<file path="src/rtl/bts_pkg.sv">
// Package: shared types and constants for the bus traffic sensor.
// Assumes: included first in compile order.
package bts_pkg;

    // Idle/busy verdict for the downstream segment.
    typedef enum logic {
        SEG_IDLE = 1'b0,
        SEG_BUSY = 1'b1
    } seg_state_t;

    // Released bus lines read as high.
    localparam logic LINE_RELEASED = 1'b1;

endpackage

</file>
<file path="src/rtl/bts_line_sync.sv">
// Module: bts_line_sync
// Brings one asynchronous bus line into the clock domain through a chain
// of STAGES flops. Resets to the released (high) level so no false edge is
// seen when reset lifts on an idle bus. Assumes STAGES >= 2.
module bts_line_sync #(
    parameter int STAGES = 2
) (
    input  logic clk,
    input  logic rst_n,
    input  logic line_in,
    output logic line_out
);
    import bts_pkg::*;

    logic [STAGES-1:0] chain;

    // Shift the raw level through the synchronizer chain.
    always_ff @(posedge clk) begin
        if (!rst_n) begin
            chain <= {STAGES{LINE_RELEASED}};
        end else begin
            chain <= {chain[STAGES-2:0], line_in};
        end
    end

    assign line_out = chain[STAGES-1];

endmodule

</file>
<file path="src/rtl/bts_cond_detect.sv">
// Module: bts_cond_detect
// Decodes START and STOP from synchronized clock/data lines and keeps the
// idle/busy state. A condition counts only if the clock line was high on
// both the previous and the current sample, so data-line moves that
// coincide with a clock edge are ignored. Pulses and state are registered.
module bts_cond_detect (
    input  logic clk,
    input  logic rst_n,
    input  logic scl_s,
    input  logic sda_s,
    output logic busy,
    output logic start_p,
    output logic stop_p
);
    import bts_pkg::*;

    logic       scl_q;
    logic       sda_q;
    logic       start_hit;
    logic       stop_hit;
    seg_state_t state;
    seg_state_t state_nxt;

    // Hold the previous synchronized sample of both lines.
    always_ff @(posedge clk) begin
        if (!rst_n) begin
            scl_q <= LINE_RELEASED;
            sda_q <= LINE_RELEASED;
        end else begin
            scl_q <= scl_s;
            sda_q <= sda_s;
        end
    end

    // Recognize data-line edges with the clock line steady high.
    always_comb begin
        start_hit = scl_q && scl_s && sda_q && !sda_s;
        stop_hit  = scl_q && scl_s && !sda_q && sda_s;
    end

    // Choose the next segment state from the decoded conditions.
    always_comb begin
        state_nxt = state;
        if (start_hit) begin
            state_nxt = SEG_BUSY;
        end else if (stop_hit) begin
            state_nxt = SEG_IDLE;
        end
    end

    // Register the state and the one-cycle condition pulses.
    always_ff @(posedge clk) begin
        if (!rst_n) begin
            state   <= SEG_IDLE;
            start_p <= 1'b0;
            stop_p  <= 1'b0;
        end else begin
            state   <= state_nxt;
            start_p <= start_hit;
            stop_p  <= stop_hit;
        end
    end

    assign busy = (state == SEG_BUSY);

    // the two condition pulses are never high together.
    p_pulses_exclusive_r2: assert property (@(posedge clk) disable iff (!rst_n)
        !(start_p && stop_p));

    // a START pulse coincides with a busy segment.
    p_start_marks_busy_r2: assert property (@(posedge clk) disable iff (!rst_n)
        start_p |-> busy);

    // busy only ever rises together with a START pulse.
    p_busy_rise_needs_start_r2: assert property (@(posedge clk) disable iff (!rst_n)
        $rose(busy) |-> start_p);

    // START pulse lasts a single cycle.
    p_start_single_r2: assert property (@(posedge clk) disable iff (!rst_n)
        start_p |=> !start_p);

    // a STOP pulse coincides with an idle segment.
    p_stop_marks_idle_r3: assert property (@(posedge clk) disable iff (!rst_n)
        stop_p |-> !busy);

    // STOP pulse lasts a single cycle.
    p_stop_single_r3: assert property (@(posedge clk) disable iff (!rst_n)
        stop_p |=> !stop_p);

endmodule

</file>
<file path="src/rtl/bts_switch_guard.sv">
// Module: bts_switch_guard
// Watches the channel selection and raises a sticky flag when it changes
// while the segment is busy and automatic recovery is off. The mask both
// blocks new triggers and hides a pending flag. A trigger in the same
// cycle as the clear strobe wins. Assumes chan_sel is synchronous to clk.
module bts_switch_guard #(
    parameter int CH_W = 2
) (
    input  logic            clk,
    input  logic            rst_n,
    input  logic [CH_W-1:0] chan_sel,
    input  logic            busy,
    input  logic            recov_en,
    input  logic            irq_mask,
    input  logic            irq_clr,
    output logic            irq
);
    logic [CH_W-1:0] chan_q;
    logic            chan_moved;
    logic            trig;
    logic            flag;

    // Remember last cycle's selection to detect a change.
    always_ff @(posedge clk) begin
        if (!rst_n) begin
            chan_q <= '0;
        end else begin
            chan_q <= chan_sel;
        end
    end

    // Qualify a selection change with busy, recovery mode and mask.
    always_comb begin
        chan_moved = (chan_sel != chan_q);
        trig       = chan_moved && busy && !recov_en && !irq_mask;
    end

    // Sticky flag: trigger sets, clear strobe clears, trigger wins.
    always_ff @(posedge clk) begin
        if (!rst_n) begin
            flag <= 1'b0;
        end else if (trig) begin
            flag <= 1'b1;
        end else if (irq_clr) begin
            flag <= 1'b0;
        end
    end

    assign irq = flag && !irq_mask;

    // a masked interrupt is never visible.
    p_mask_silences_r10: assert property (@(posedge clk) disable iff (!rst_n)
        irq_mask |-> !irq);

    // without a clear the flag holds.
    p_flag_sticky_r11: assert property (@(posedge clk) disable iff (!rst_n)
        (flag && !irq_clr) |=> flag);

    // a clear with no concurrent trigger empties the flag.
    p_clear_works_r11: assert property (@(posedge clk) disable iff (!rst_n)
        (irq_clr && !(chan_sel != chan_q)) |=> !flag);

    // with recovery enabled an empty flag stays empty.
    p_recov_blocks_r8: assert property (@(posedge clk) disable iff (!rst_n)
        (recov_en && !flag) |=> !flag);

    // an idle segment never sets an empty flag.
    p_idle_blocks_r9: assert property (@(posedge clk) disable iff (!rst_n)
        (!busy && !flag) |=> !flag);

endmodule

</file>
<file path="src/rtl/bus_traffic_sensor.sv">
// Module: bus_traffic_sensor (top)
// Synchronizes the downstream clock and data lines, decodes START/STOP
// into an idle/busy verdict with condition pulses, and flags channel
// switches made on a busy segment when automatic recovery is off.
// Assumes clk runs well above the bus clock so each bus level lasts
// several samples.
module bus_traffic_sensor #(
    parameter int SYNC_STAGES = 2,
    parameter int CH_W        = 2
) (
    input  logic            clk,
    input  logic            rst_n,
    input  logic            scl_in,
    input  logic            sda_in,
    input  logic [CH_W-1:0] chan_sel,
    input  logic            recov_en,
    input  logic            irq_mask,
    input  logic            irq_clr,
    output logic            bus_busy,
    output logic            start_pulse,
    output logic            stop_pulse,
    output logic            switch_irq
);
    localparam int N_LINES = 2;

    logic [N_LINES-1:0] raw_lines;
    logic [N_LINES-1:0] sync_lines;

    assign raw_lines = {sda_in, scl_in};

    // One synchronizer per bus line.
    for (genvar g = 0; g < N_LINES; g++) begin : g_sync
        bts_line_sync #(.STAGES(SYNC_STAGES)) u_sync (
            .clk      (clk),
            .rst_n    (rst_n),
            .line_in  (raw_lines[g]),
            .line_out (sync_lines[g])
        );
    end

    bts_cond_detect u_cond (
        .clk     (clk),
        .rst_n   (rst_n),
        .scl_s   (sync_lines[0]),
        .sda_s   (sync_lines[1]),
        .busy    (bus_busy),
        .start_p (start_pulse),
        .stop_p  (stop_pulse)
    );

    bts_switch_guard #(.CH_W(CH_W)) u_guard (
        .clk      (clk),
        .rst_n    (rst_n),
        .chan_sel (chan_sel),
        .busy     (bus_busy),
        .recov_en (recov_en),
        .irq_mask (irq_mask),
        .irq_clr  (irq_clr),
        .irq      (switch_irq)
    );

    // the first cycle out of reset shows a quiet, idle block.
    p_reset_quiet_r1: assert property (@(posedge clk)
        !$past(rst_n) |-> !(bus_busy || start_pulse || stop_pulse || switch_irq));

endmodule

</file>
<file path="config.mk">
export PLATFORM = sky130hd
export DESIGN_NAME = bus_traffic_sensor
export DESIGN_NICKNAME = d
export VERILOG_FILES = /design/src/rtl/bts_pkg.sv /design/src/rtl/bts_line_sync.sv /design/src/rtl/bts_cond_detect.sv /design/src/rtl/bts_switch_guard.sv /design/src/rtl/bus_traffic_sensor.sv
export SDC_FILE = /design/constraint.sdc
export NUM_CORES = 1
export LEC_CHECK = 0
export CAP_MARGIN = 20
export CORE_MARGIN = 2
export CORE_UTILIZATION = 30
export CTS_CLUSTER_DIAMETER = 150
export DETAILED_ROUTE_END_ITERATION = 8
export DONT_BUFFER_PORTS = 1
export HOLD_SLACK_MARGIN = 0.06
export PLACE_DENSITY = 0.46
export SETUP_SLACK_MARGIN = 0.2
export SYNTH_ARGS = -nofsm -noshare
export SYNTH_HDL_FRONTEND = slang
export SYNTH_SLANG_ARGS = --single-unit
export TNS_END_PERCENT = 1
</file>
<file path="constraint.sdc">
create_clock -name clk -period 1.9 [get_ports clk]
set_clock_uncertainty 0.15 [all_clocks]
set_input_delay 0 -clock clk [delete_from_list [all_inputs] [get_ports clk]]
set_output_delay 0 -clock clk [all_outputs]
set_load 0.01 [all_outputs]
</file>
==> out/qor.yml <==
pwr:
  p_int_uw: 397
  ir_worst_vdd_mv: 0.580
  power_density_nw_per_um2: 947
  pwr-share-seq_pct: 53.6
  clkPwrFrac_pct: 40.1
  leakage_uw: 0.000230
  combPwrFrac_pct: 6.3
  switchingPower_uw: 101
  swShare_pct: 20.3
synth:
  synth_top_area_share_pct: 60.4
  syn_area_per_cell_um2: 11.1
  synthDistinctLibCells: 16
  synth.top_cells.by_area: "dfxtp_1, nand2b_1, xor2_1"
  synth_area_um2: 398
  syn_inst: 36
  synth_seq_cells: 12
  mappedNetlistNets: 45
  ys_seq_area_share_pct: 60.4
  synth_area_leader_cell: "dfxtp_1"
  yosysWarnings: 0
clock_tree:
  cts_made_buffers: 3
  cts_buffer_depth: 2
  post_cts_resized: 0
  cts_tree: "yes"
  clk_latency_ns: 0.27
  cts_max_level: 1
  clock-sinks: 12
  path_clk_slew_ns: 0.08
  root_buffer: "clkbuf_4"
global_routing:
  grt-ovfl-total: 0
  grt_pass1_vias: 248
  grt_antenna_before_repair: 0
  grt_pass1_wl_um: 1030
  grt_max_degree: 13
  grt_usage_pct: 11.1
worst_setup_path:
  max_stage_delay_ns: 0.69
  crit_arrival_ns: 1.61
  slowest_stage: "dlygate4sd3_1"
  cp-start-kind: "primary input"
  crit_type: "primary input to flip-flop"
  cpMostUsedCell: "dlygate4sd3_1"
  crit_buf_inv: 2
  cp_cell_sequence: "dlygate4sd3_1 -> and4bb_1 -> o21ai_1 -> nand2_1 -> dlygate4sd3_1"
  cp_top_family: "buffers and inverters"
  cp.required_ns: 1.91
  endpoint_kind: "flip-flop"
  critPathMaxFanout: 12
die:
  dieArea_um2: 1630
  initial_core_util_pct: 31.4
  core-area_um2: 1270
  die_w_um: 40.4
  die_y_um: 40.4
  io_pins: 13
  rows: 13
timing:
  relSlewSlack_pct: 73.9
  maxSlewViolCount: 0
  period_minus_slack_ns: 1.60
  fin_hold_ws_ns: 0.208
  setup_viol_count_final: 0
  rsz0062_at_grt: "no"
  tightest_slew_ns: 0.390
  fin_crit_sh_pct: 84.4
  hold_viol_final: 0
  finalSetupTns_ns: 0
  fmax_mhz: 623
drt:
  num_vias: 284
  viasPerCell: 4.58
  antenna_left: 0
  wirelength_um: 659
  drt_iter0_drc: 0
  wl_per_cell_um: 10.6
  drc: 0
  dr.pass1.iters: 1
cells_and_area:
  final_cell_mix: "dfxtp_1, dlygate4sd3_1, nand2b_1, nand2_1, clkbuf_4"
  layout_commonest_cell: "dfxtp_1"
  seq_area_um2: 240
  fillCellCount: 128
  drive_gt1_share_pct: 12.8
  fin_nets: 57
  multi_input_area_um2: 150
  syn2layout_area_growth_pct: 32.1
  diodes: 0
place:
  hpwl_um: 443
  gp_congestion: 0.575
  io_buffers: 0
job:
  drv_cap: 0
status:
  status: "completed"
hold_path:
  hold_class: "primary input to flip-flop"
-- kinds of logic after synthesis --
family | Yosys count | share of synthesized area [%]
xor+xnor | 2 | 4.40
compound gates | 3 | 5.97
buf+inv | 1 | 1.89
simple gates | 18 | 27.4
flops | 12 | 60.4
-- registers in the layout (all words and copies together) (netlist names) --
| register | flops |
|---|---|
| u_guard.chan_q | 2 |
| g_sync.u_sync.chain | 4 |
| u_cond.sda_q | 1 |
| u_cond.start_p | 1 |
| u_cond.scl_q | 1 |
| u_cond.busy | 1 |
| u_guard.flag | 1 |
| u_cond.stop_p | 1 |
-- routing by layer --
metal | GRT usage (%) | vias up | routed length (um) | part of all wire [%]
met3 | 10.0 | 0 | 55 | 8.3
met1 | 11.0 | 132 | 268 | 41
met4 | 5.00 | 0 | 0 | 0
met2 | 15.9 | 11 | 334 | 51
li1 | - | 141 | - | -
met5 | 0 | - | 0 | 0
-- final timing paths --
kind,startpoint,end,slack (ns),cells after the start
setup / recovery,rst_n,u_guard.flag$_SDFFE_PN0P_,0.30,5
hold / removal,scl_in,g_sync[0].u_sync.chain[0]$_SDFF_PN1_,0.21,2
setup reg to reg,u_cond.busy$_SDFFE_PN0P_,u_guard.flag$_SDFFE_PN0P_,0.39,4
hold reg to reg,g_sync[1].u_sync.chain[0]$_SDFF_PN1_,g_sync[1].u_sync.chain[1]$_SDFF_PN1_,0.26,1
-- repair_timing --
item,in CTS,in global routing
hold endpoints to repair,13,0
setup buffers,0,0
endpoints found under the setup margin,0,0
hold buffers,8,0
-- final cells by class --
cell class / instances / area share, %
flip-flops and latches: 12 / 45.7
multi-input cells: 23 / 28.6
repair buffers: 8 / 15.2
clock buffers: 4 / 6.90
well taps: 15 / 3.57
-- synthesized netlist by cell type --
cell	n
nand3_1	1
nand3b_1	1
nand2b_1	6
nor2_2	1
xor2_1	2
nor2b_1	1
nand2_1	3
nor2_1	1
and2_1	2
a31oi_1	1
and4bb_1	1
o21ai_1	1
buf_4	1
and3_1	1
dfxtp_1	12
o22ai_2	1
-- power groups by stage --
stage          logic [uW]  registers [uW]  clock network (uW)
2_1_floorplan        17.6             272                   0
3_3_place_gp         15.5             273                   0
5_1_grt              34.8             268                 223
4_1_cts              31.5             267                 205
6_report             31.2             267                 200
3_5_place_dp         15.8             273                   0
-- worst register-to-register path, cell delays in order, from the launching register on --
cell and delay (ns):
dfxtp_1 0.37, and4bb_1 0.22, o21ai_1 0.07, nand2_1 0.05
dlygate4sd3_1 0.54
-- metrics by stage --
step | cell area [um^2] | setup WS (ns) | total power (uW) | utilization, % | std cells
floorplan | 398 | 0.995 | 289 | - | 36
global placement | 409 | 0.955 | 288 | 32.2 | 50
detailed placement | 409 | 0.938 | 289 | 32.2 | 50
CTS | 526 | 0.305 | 503 | 41.4 | 62
global route | 526 | 0.237 | 526 | 41.4 | 62
finish | 526 | 0.296 | 498 | 41.4 | 62
Power figures use the tool's default switching activity.
